==> config.mk <==
export PLATFORM = sky130hd
export DESIGN_NAME = lcd_timing_gen
export DESIGN_NICKNAME = d
export VERILOG_FILES = /design/src/rtl/lcdt_pkg.sv /design/src/rtl/lcdt_ctrl.sv /design/src/rtl/lcdt_timing.sv /design/src/rtl/lcd_timing_gen.sv
export SDC_FILE = /design/constraint.sdc
export NUM_CORES = 1
export LEC_CHECK = 0
export BUFFER_PORTS_ARGS = -buffer_cell sky130_fd_sc_hd__buf_2
export CELL_PAD_IN_SITES_DETAIL_PLACEMENT = 0
export CELL_PAD_IN_SITES_GLOBAL_PLACEMENT = 1
export CORE_MARGIN = 2
export CORE_UTILIZATION = 45
export CTS_BUF_LIST = sky130_fd_sc_hd__clkbuf_8
export CTS_CLUSTER_SIZE = 10
export DETAILED_ROUTE_END_ITERATION = 6
export GPL_TIMING_DRIVEN = 0
export PLACE_DENSITY = 0.82
export SYNTH_ARGS = -nofsm -noshare
export SYNTH_HDL_FRONTEND = slang
export SYNTH_SLANG_ARGS = --single-unit
==> constraint.sdc <==
create_clock -name clk -period 4.9 [get_ports clk]
set_input_delay 0.98 -clock clk [delete_from_list [all_inputs] [get_ports clk]]
set_output_delay 0.98 -clock clk [all_outputs]
set_load 0.01 [all_outputs]
==> src/rtl/lcdt_pkg.sv <==
package lcdt_pkg;

  parameter int CNT_W    = 18;
  parameter int HS_W     = 14;
  parameter int HWAIT_W  = 12;
  parameter int VWAIT_W  = 16;
  parameter int ALINES_W = 16;
  parameter int DLY_W    = 3;
  parameter int DATA_W   = 32;

  localparam int NWR       = 9;
  localparam int RI_CTRL   = 0;
  localparam int RI_FRAME  = 1;
  localparam int RI_VSW    = 2;
  localparam int RI_LINE   = 3;
  localparam int RI_HSW    = 4;
  localparam int RI_WAIT   = 5;
  localparam int RI_APIX   = 6;
  localparam int RI_ALINES = 7;
  localparam int RI_NEXT   = 8;
  localparam int RI_CUR    = 9;
  localparam int VWAIT_LSB = 16;

  localparam int CB_RUN  = 0;
  localparam int CB_DOT  = 1;
  localparam int CB_SYNC = 2;
  localparam int CB_HSP  = 3;
  localparam int CB_VSP  = 4;
  localparam int CB_DEP  = 5;
  localparam int CB_FALL = 6;
  localparam int CB_DLY  = 8;

  typedef struct packed {
    logic [CNT_W-1:0]    linePeriod;
    logic [CNT_W-1:0]    frameLines;
    logic [CNT_W-1:0]    vsWidth;
    logic [CNT_W-1:0]    activePix;
    logic [HS_W-1:0]     hsWidth;
    logic [HWAIT_W-1:0]  hWait;
    logic [VWAIT_W-1:0]  vWait;
    logic [ALINES_W-1:0] activeLines;
  } lcdt_cfg_t;

  typedef struct packed {
    logic genEn;
    logic dataEn;
    logic hsHigh;
    logic vsHigh;
    logic deHigh;
  } lcdt_strb_t;

  function automatic logic [DATA_W-1:0] fieldMask(input int w);
    logic [63:0] full;
    full = (64'd1 << w) - 64'd1;
    return full[DATA_W-1:0];
  endfunction

  function automatic logic [DATA_W-1:0] regMask(input int idx);
    logic [DATA_W-1:0] m;
    case (idx)
      RI_CTRL:   m = fieldMask(CB_FALL + 1) | (fieldMask(DLY_W) << CB_DLY);
      RI_HSW:    m = fieldMask(HS_W);
      RI_WAIT:   m = (fieldMask(VWAIT_W) << VWAIT_LSB) | fieldMask(HWAIT_W);
      RI_ALINES: m = fieldMask(ALINES_W);
      RI_NEXT:   m = '1;
      default:   m = fieldMask(CNT_W);
    endcase
    return m;
  endfunction

endpackage

==> src/rtl/lcdt_ctrl.sv <==
module lcdt_ctrl
  import lcdt_pkg::*;
#(
  parameter int ADDR_W = 8
) (
  input  logic              clk,
  input  logic              rstN,
  input  logic              busWe,
  input  logic [ADDR_W-1:0] busAddr,
  input  logic [DATA_W-1:0] busWdata,
  output logic [DATA_W-1:0] busRdata,
  input  logic              frameStart,
  output lcdt_cfg_t         cfg,
  output lcdt_strb_t        strb,
  output logic              sampleFalling,
  output logic [DLY_W-1:0]  clkDlyCode,
  output logic [DATA_W-1:0] curBase
);

  localparam int IDX_LSB = 4;
  localparam int IDX_W   = ADDR_W - IDX_LSB;

  logic [DATA_W-1:0] regQ [NWR];
  logic [DATA_W-1:0] nxtQ [NWR];
  logic [DATA_W-1:0] curBuf;

  logic [IDX_W-1:0] idx;
  logic [1:0]       op;
  logic             wrOk;
  logic             drainDone;

  assign idx  = busAddr[ADDR_W-1:IDX_LSB];
  assign op   = busAddr[3:2];
  assign wrOk = busWe && (busAddr[1:0] == 2'b00) && (op != 2'd3);

  // run falls by itself once a drain request reaches a frame boundary
  assign drainDone = frameStart && regQ[RI_CTRL][CB_RUN] && !regQ[RI_CTRL][CB_DOT];

  always_comb begin
    for (int i = 0; i < NWR; i++) begin
      logic [DATA_W-1:0] wrVal;
      logic [DATA_W-1:0] hwClr;
      case (op)
        2'd0:    wrVal = busWdata;
        2'd1:    wrVal = regQ[i] | busWdata;
        default: wrVal = regQ[i] & ~busWdata;
      endcase
      hwClr = (i == RI_CTRL && drainDone) ? (DATA_W'(1) << CB_RUN) : '0;
      nxtQ[i] = ((wrOk && int'(idx) == i) ? wrVal : regQ[i]) & ~hwClr & regMask(i);
    end
  end

  always_ff @(posedge clk or negedge rstN) begin
    if (!rstN) begin
      for (int i = 0; i < NWR; i++) regQ[i] <= '0;
    end else begin
      for (int i = 0; i < NWR; i++) regQ[i] <= nxtQ[i];
    end
  end

  always_ff @(posedge clk or negedge rstN) begin
    if (!rstN)           curBuf <= '0;
    else if (frameStart) curBuf <= regQ[RI_NEXT];
  end

  always_comb begin
    busRdata = '0;
    if (int'(idx) < NWR)         busRdata = regQ[idx];
    else if (int'(idx) == RI_CUR) busRdata = curBuf;
  end

  assign cfg.linePeriod  = regQ[RI_LINE][CNT_W-1:0];
  assign cfg.frameLines  = regQ[RI_FRAME][CNT_W-1:0];
  assign cfg.vsWidth     = regQ[RI_VSW][CNT_W-1:0];
  assign cfg.activePix   = regQ[RI_APIX][CNT_W-1:0];
  assign cfg.hsWidth     = regQ[RI_HSW][HS_W-1:0];
  assign cfg.hWait       = regQ[RI_WAIT][HWAIT_W-1:0];
  assign cfg.vWait       = regQ[RI_WAIT][VWAIT_LSB+VWAIT_W-1:VWAIT_LSB];
  assign cfg.activeLines = regQ[RI_ALINES][ALINES_W-1:0];

  assign strb.genEn  = regQ[RI_CTRL][CB_SYNC];
  assign strb.dataEn = regQ[RI_CTRL][CB_RUN];
  assign strb.hsHigh = regQ[RI_CTRL][CB_HSP];
  assign strb.vsHigh = regQ[RI_CTRL][CB_VSP];
  assign strb.deHigh = regQ[RI_CTRL][CB_DEP];

  assign sampleFalling = regQ[RI_CTRL][CB_FALL];
  assign clkDlyCode    = regQ[RI_CTRL][CB_DLY+DLY_W-1:CB_DLY];
  assign curBase       = curBuf;

  AST_RUN_FALL_CAUSE: assert property (@(posedge clk) disable iff (!rstN)
    $fell(regQ[RI_CTRL][CB_RUN]) |-> ($past(frameStart) || $past(busWe)));

  AST_BUF_SWAP: assert property (@(posedge clk) disable iff (!rstN)
    $past(frameStart) |-> (curBase == $past(regQ[RI_NEXT])));

  AST_BUF_HOLD: assert property (@(posedge clk) disable iff (!rstN)
    !$past(frameStart) |-> $stable(curBase));

endmodule

==> src/rtl/lcdt_timing.sv <==
module lcdt_timing
  import lcdt_pkg::*;
(
  input  logic       clk,
  input  logic       rstN,
  input  lcdt_cfg_t  cfg,
  input  lcdt_strb_t strb,
  output logic       frameStart,
  output logic       hsyncOut,
  output logic       vsyncOut,
  output logic       deOut,
  output logic       pixReq
);

  localparam int CW = CNT_W + 1;

  logic [CNT_W-1:0] hCnt, vCnt;
  logic [CW-1:0]    hNext, vNext, hExt, vExt;
  logic             hWrap, vWrap;
  logic             hsAct, vsAct, hWin, vWin, deAct;

  assign hExt  = {1'b0, hCnt};
  assign vExt  = {1'b0, vCnt};
  assign hNext = hExt + CW'(1);
  assign vNext = vExt + CW'(1);
  assign hWrap = hNext >= CW'(cfg.linePeriod);
  assign vWrap = vNext >= CW'(cfg.frameLines);

  assign frameStart = strb.genEn && hWrap && vWrap;

  // both counters restart at the first clock of a sync pulse
  always_ff @(posedge clk or negedge rstN) begin
    if (!rstN) begin
      hCnt <= '0;
      vCnt <= '0;
    end else if (!strb.genEn) begin
      hCnt <= '0;
      vCnt <= '0;
    end else if (hWrap) begin
      hCnt <= '0;
      vCnt <= vWrap ? '0 : vNext[CNT_W-1:0];
    end else begin
      hCnt <= hNext[CNT_W-1:0];
    end
  end

  assign hsAct = hExt < CW'(cfg.hsWidth);
  assign vsAct = vExt < CW'(cfg.vsWidth);
  assign hWin  = (hExt >= CW'(cfg.hWait)) &&
                 (hExt <  CW'(cfg.hWait) + CW'(cfg.activePix));
  assign vWin  = (vExt >= CW'(cfg.vWait)) &&
                 (vExt <  CW'(cfg.vWait) + CW'(cfg.activeLines));
  assign deAct = strb.genEn && strb.dataEn && hWin && vWin;

  always_ff @(posedge clk or negedge rstN) begin
    if (!rstN) begin
      hsyncOut <= 1'b1;
      vsyncOut <= 1'b1;
      deOut    <= 1'b1;
      pixReq   <= 1'b0;
    end else begin
      hsyncOut <= (strb.genEn && hsAct) ? strb.hsHigh : !strb.hsHigh;
      vsyncOut <= (strb.genEn && vsAct) ? strb.vsHigh : !strb.vsHigh;
      deOut    <= deAct ? strb.deHigh : !strb.deHigh;
      pixReq   <= deAct;
    end
  end

  AST_HS_AT_LINE_START: assert property (@(posedge clk) disable iff (!rstN)
    (strb.genEn && hCnt == '0 && cfg.hsWidth != '0) |=> (hsyncOut == $past(strb.hsHigh)));

  AST_VS_WITH_HS: assert property (@(posedge clk) disable iff (!rstN)
    (strb.genEn && hCnt == '0 && vCnt == '0 && cfg.vsWidth != '0 && cfg.hsWidth != '0)
    |=> ((vsyncOut == $past(strb.vsHigh)) && (hsyncOut == $past(strb.hsHigh))));

  AST_SYNC_IDLE: assert property (@(posedge clk) disable iff (!rstN)
    !strb.genEn |=> ((hsyncOut != $past(strb.hsHigh)) && (vsyncOut != $past(strb.vsHigh))));

  AST_DE_NEEDS_RUN: assert property (@(posedge clk) disable iff (!rstN)
    !strb.dataEn |=> (!pixReq && (deOut != $past(strb.deHigh))));

endmodule

==> src/rtl/lcd_timing_gen.sv <==
module lcd_timing_gen
  import lcdt_pkg::*;
#(
  parameter int ADDR_W = 8
) (
  input  logic              clk,
  input  logic              rstN,
  input  logic              busWe,
  input  logic [ADDR_W-1:0] busAddr,
  input  logic [DATA_W-1:0] busWdata,
  output logic [DATA_W-1:0] busRdata,
  output logic              hsyncOut,
  output logic              vsyncOut,
  output logic              deOut,
  output logic              pixReq,
  output logic              sampleFalling,
  output logic [DLY_W-1:0]  clkDlyCode,
  output logic [DATA_W-1:0] curBase
);

  lcdt_cfg_t  cfg;
  lcdt_strb_t strb;
  logic       frameStart;

  lcdt_ctrl #(.ADDR_W(ADDR_W)) u_ctrl (
    .clk           (clk),
    .rstN          (rstN),
    .busWe         (busWe),
    .busAddr       (busAddr),
    .busWdata      (busWdata),
    .busRdata      (busRdata),
    .frameStart    (frameStart),
    .cfg           (cfg),
    .strb          (strb),
    .sampleFalling (sampleFalling),
    .clkDlyCode    (clkDlyCode),
    .curBase       (curBase)
  );

  lcdt_timing u_timing (
    .clk        (clk),
    .rstN       (rstN),
    .cfg        (cfg),
    .strb       (strb),
    .frameStart (frameStart),
    .hsyncOut   (hsyncOut),
    .vsyncOut   (vsyncOut),
    .deOut      (deOut),
    .pixReq     (pixReq)
  );

endmodule

== After elaboration in Yosys (flattened, before gate mapping) ==
Cells that the tools add are included.

* $add $sub $neg: 4
* Multipliers: 0
* Div/mod/pow operators: 0
* Order comparisons: 10
* Eq/ne operators: 12
* Shifts and indexed selects: 0
* Muxes and demuxes: 24
* Bitwise gates (word level): 22
* Reduce and logical (&&, ||, !) cells: 29

{| class="wikitable"
|+ Operator list
! kind !! count
|-
| $pmux W18 S2 || 4
|-
| $bmux W32 S4 || 1
|-
| $mux W32 || 4
|-
| $pmux W32 S2 || 2
|-
| $mux W18 || 5
|-
| $and A18 B18 Y18 || 4
|-
| $or A18 B18 Y18 || 4
|-
| $and A32 B32 Y32 || 2
|-
| $or A32 B32 Y32 || 2
|-
| $add A18 B1 Y19 const B || 2
|-
| $ge A19 B18 Y1 || 2
|-
| $lt A18 B19 Y1 || 2
|-
| $not A32 Y32 || 1
|-
| $pmux W16 S2 || 1
|-
| $pmux W14 S2 || 1
|-
| $eq A4 B4 Y1 const B || 6
|-
| $and A11 B11 Y11 || 2
|-
| $logic_and A1 B1 Y1 || 22
|-
| $pmux W11 S2 || 1
|-
| $add A12 B18 Y19 || 1
|-
| $ge A18 B12 Y1 || 1
|-
| $ge A18 B16 Y1 || 1
|-
| $lt A18 B14 Y1 || 1
|-
| $lt A18 B18 Y1 || 1
|-
| 20 further kinds || 28
|}

* Bits in registers: 244
* Bits in latches: 0
* RAM bits: 0
* Bits in read-only memories: 0
* Output and inout port bits: 72
* Memories kept: 0

== Depth between registers and ports, before layout ==
* Depth in word-level cells: 9
* Mapped depth: 17
* Gate-level depth less buffers: 16

== Cells and area by module ==
Synthesis repeated with hierarchy kept, for this count alone.

* Cell total of the unflattened synthesis: 2010
* Area total of the unflattened synthesis: 18152.4 um^2

{| class="wikitable"
|+ By module, submodules not included
! module !! instances !! cells each !! area an instance (um^2)
|-
| lcdt_ctrl || 1 || 1205 || 11680.0
|-
| lcdt_timing || 1 || 805 || 6472.5
|}

== Least setup slack after synthesis ==
No wires, ideal clock.

* Path kind: flip-flop to flip-flop
* From: register u_ctrl.regQ (netlist bit u_ctrl.cfg[16])
* To: register u_timing.deOut
* Setup time: 75 ps
* Arrival: 3848 ps
* Setup slack: 977 ps
* Cell stages (with the launch flop): 17
* Path buffers: 0
* Clock period less this slack: 3923 ps
* Cells stage by stage: dfrtp_1 ha_1 fa_1 a211oi_1 nor2_1 a221o_1 a2111oi_0 o21bai_1 nand2_1 o2bb2ai_1 ha_1 a2111oi_0 o21ai_0 a221oi_1 nand3_1 a211oi_1 xnor2_1

* Cells in the longest elaborated chain, start to end: 5
* Elaborated cells on any way between the ends: 6
* Classes of those cells: add/sub (1); order compare (2); mux (1); reduce/logical (2)

{| class="wikitable"
|+ Ends and longest elaborated chain
! what !! RTL line !! source
|-
| from (decl) || lcdt_ctrl.sv:23 || <nowiki>logic [DATA_W-1:0] regQ [NWR];</nowiki>
|-
| $add A16 B16 Y17 || lcdt_timing.sv:52 || <nowiki>(vExt < CW'(cfg.vWait) + CW'(cfg.activeLines));</nowiki>
|-
| $lt A18 B19 Y1 || lcdt_timing.sv:52 ||
|-
| $logic_and A1 B1 Y1 * || lcdt_timing.sv:51 || <nowiki>assign vWin = (vExt >= CW'(cfg.vWait)) &&</nowiki>
|-
| $logic_and A1 B1 Y1 * || lcdt_timing.sv:53 || <nowiki>assign deAct = strb.genEn && strb.dataEn && hWin && vWin;</nowiki>
|-
| named net u_timing.deAct || lcdt_timing.sv:20 || <nowiki>logic hsAct, vsAct, hWin, vWin, deAct;</nowiki>
|-
| $mux W1 * || lcdt_timing.sv:64 || <nowiki>deOut <= deAct ? strb.deHigh : !strb.deHigh;</nowiki>
|-
| to (signal assigned) || lcdt_timing.sv:64 ||
|-
| to (decl) || lcdt_timing.sv:11 || <nowiki>output logic deOut,</nowiki>
|}

Mark *: on every way through the listed nets, which the timed path passes. The rest lies on a longest branch.
A chain may end at the register's enable or synchronous reset.

== Final worst setup path ==
* From: input port busAddr[4]
* To: output port busRdata[1]

* Cells in the longest elaborated chain, start to end: 5
* Elaborated cells on any way between the ends: 8
* Classes of those cells: order compare (1); eq/ne (1); mux (5); bitwise (1)

{| class="wikitable"
|+ Ends and longest elaborated chain
! what !! RTL line !! source
|-
| from (decl) || lcd_timing_gen.sv:9 || <nowiki>input logic [ADDR_W-1:0] busAddr,</nowiki>
|-
| $not A4 Y5 (implied by the code) || lcdt_ctrl.sv:68 || <nowiki>if (int'(idx) < NWR) busRdata = regQ[idx];</nowiki>
|-
| $bmux W32 S4 || lcdt_ctrl.sv:68 ||
|-
| $mux W32 (implied by the code) (2 in series) || lcdt_ctrl.sv:68 ||
|-
| $mux W32 * || lcdt_ctrl.sv:68 ||
|-
| to (decl) || lcd_timing_gen.sv:11 || <nowiki>output logic [DATA_W-1:0] busRdata,</nowiki>
|}

Mark *: on every way between the ends. The rest lies on a longest branch, timed or not. The select of a mux whose other input is x is not followed.

==> key figures <==
STA
  • F_max: 208 MHz
  • Fin. Hold Viols: 0
  • Max-slew violations: 0
  • Clock Skew: 14.4 ps
  • Slew margin rel.: 4.58%
  • Final Critical Period: 4810 ps
  • Worst slew pin tran: 1420 ps
  • Hold WS: 266 ps
  • Post-Route Setup TNS: 0 ps
  • Setup WS post-layout: 93.8 ps
  • RSZ-0062 raised after global routing: false
  • Period utilization: 98.1%
  • Final setup viols: 0

Clock network
  • Num CTS Buffers: 46
  • CTS root buf: clkbuf_8
  • CTS Buffer Depth: 3
  • Clock H-tree levels: 2
  • CTS tree: yes
  • Clock Sinks: 244
  • CTS clk-pin slew, worst paths: 60 ps
  • Worst-Skew Late Latency: 630 ps

Place
  • IO Port Bufs: 103
  • Hpwl dp: 47600 um
  • DP Cell Count: 2347
  • GPL Wtd Cong: 0.968
  • Post-placement worst setup slack: -377 ps

Floorplanning
  • Core ar.: 36300 um^2
  • Core Rows: 70
  • Die W: 196 um
  • DIE AREA: 38300 um^2
  • Die height: 196 um
  • Top Ports: 115
  • Initial Util: 45.5%

Global routing
  • Initial antenna violation count: 1
  • Vias in the first global route: 14944
  • Largest net degree at the start of global routing: 105
  • Gr usage total: 32.3%
  • Total congestion overflow: 0
  • Global-route wire length before repair: 92700 um

Finish
  • Syn-to-layout area delta: 13.6%
  • Post-route insts no fill: 2431
  • Share of post-route cells with drive strength above 1: 14.2%
  • Final net count: 2130
  • Ant diodes: 0

Synth
  • Syn avg cell area: 9.32 um^2
  • Gate Count Post-Synth: 1772
  • Asr flop ratio synth: 100%
  • Top cells by count, synth: 241 x dfrtp_1, 193 x nand2_1, 157 x ha_1
  • Number of synthesized flops with an enable pin: 0
  • #FFs+latches synth: 244
  • Sequential fraction of the synthesis area: 37.0%
  • Top cell type's share of synthesized area: 36.5%
  • Yosys warns: 0
  • Count leader, synth: dfrtp_1
  • Mapped Area: 16500 um^2
  • Leading area contributor after synthesis: dfrtp_1
  • Synth area leaders: dfrtp_1 37%, ha_1 12%, a22o_1 6.7%
  • Dominant synthesized flop cell: dfrtp_1
  • Yosys cell types: 70
  • Post-Synthesis Net Count: 1974

Job
  • Max-Cap Viols: 0

Detailed routing
  • Routed WL per cell: 25.4 um
  • Drt via density: 6.26
  • Initial DRC Count: 1484
  • Final ANT Viol Nets: 0
  • Drt pass-1 iters: 6
  • Final wirelength: 61600 um
  • Residual DRC: 0
  • Via count: 15207

Worst setup path
  • Worst EP arrival: 3830 ps
  • Crit path capture type: primary output
  • Worst-path fanout max: 10
  • CP Class: in2out
  • Crit path launch type: primary input
  • WP data required: 3920 ps

Hold path
  • Tightest Hold Check Type: in2async

Power
  • Pleak: 8.68 nW
  • Pwr/cell area: 290 nW/um^2
  • Maximum vdd ir drop: 0.000200 V

Outcome
  • Status: completed
==> stage by stage <==
step                      utilization (%)  total power [W]  instance area (um^2)
after floorplan                         -          0.00291                 16500
after global placement               48.5          0.00334                 17600
after global routing                 51.6          0.00566                 18800
after CTS                            51.5          0.00542                 18700
after detailed placement             48.8          0.00337                 17700
final                                51.6          0.00545                 18800
==> worst max-delay path: stages <==
cell,delay [ps]
buf_2,110
clkbuf_2,380
clkbuf_1,610
clkbuf_2,460
mux4_2,350
mux2i_1,450
o21ai_0,260
buf_2,200
==> power breakdown <==
part	internal, W	switching [W]	total [W]
Clock	0.00110	0.000971	0.00207
Sequential	0.00215	0.000173	0.00232
Combinational	0.000396	0.000668	0.00106
==> cell usage in the layout, fill, tap and decap left out, types with 23 or more instances in the layout <==
cell type / instances
buf_2: 108
nor3_1: 30
nor2_1: 62
mux2_4: 30
dfrtp_1: 240
a21oi_1: 146
inv_1: 125
nand2b_1: 23
and3_1: 26
ha_1: 157
xnor2_1: 35
o21ai_0: 125
clkbuf_1: 82
nand2_1: 193
a22oi_1: 33
xor2_1: 28
clkbuf_8: 60
a21o_1: 25
a22o_1: 127
nand3_1: 59
==> layout make-up <==
class	instances	area [um^2]
multi-input cells	1303	9630
well taps	468	586
repair buffers	108	611
inverters	114	428
clock inverters	23	109
flip-flops and latches	244	6110
fillers	3327	17600
plain buffers	111	469
clock buffers	60	826
==> path summary, 6_finish.rpt <==
path	cells past startpoint	end	slack (ps)	startpoint
max in group asynchronous	3	u_ctrl.regQ[20]$_DFFE_PN0P_	3290	rstN
worst max register to register	16	u_timing.deOut$_DFF_PN1_	210	u_ctrl.cfg[16]$_DFFE_PN0P_
worst min-delay path	1	u_ctrl.curBase[5]$_DFFE_PN0N_	270	rstN
worst max-delay path	8	busRdata[1]	90	busAddr[4]
worst min register to register	1	u_ctrl.cfg[101]$_DFFE_PN0P_	510	u_ctrl.cfg[101]$_DFFE_PN0P_
min in group clk	1	u_ctrl.cfg[101]$_DFFE_PN0P_	510	u_ctrl.cfg[101]$_DFFE_PN0P_
==> kinds of logic (layout without fill, tap and decap cells) <==
group           count (synthesis)  count (layout)  synth area share [%]
compound gates                555             555                  22.4
simple gates                  457             457                  13.0
flops                         244             244                  37.0
buf+inv                       225             416                  5.40
fa+ha+maj                     159             159                  12.1
mux                            69              69                  6.77
xor+xnor                       63              63                  3.34
==> per-layer routing <==
layer,track usage [%],vias up,part of all wire (%)
li1,-,6813,-
met1,42.7,7525,41
met2,51.5,719,46
met3,6.30,148,8.2
met4,14.4,2,4.9
met5,0,-,0.018
==> sequential cells by signal (all words and copies together) (netlist names) <==
register,flops
u_ctrl.cfg,130
u_ctrl.clkDlyCode,3
u_ctrl.curBase,32
u_ctrl.regQ,33
u_ctrl.sampleFalling,1
u_ctrl.strb,5
u_timing.deOut,1
u_timing.hCnt,18
u_timing.hsyncOut,1
u_timing.pixReq,1
u_timing.vCnt,18
u_timing.vsyncOut,1
==> timing repair <==
action                     in CTS  in global routing
buffers inserted                0                  1
pin swaps                       0                  1
resized for setup              10                 15
hold buffers                    0                  0
setup endpoints to repair      41                 54
Power figures use the tool's default switching activity.
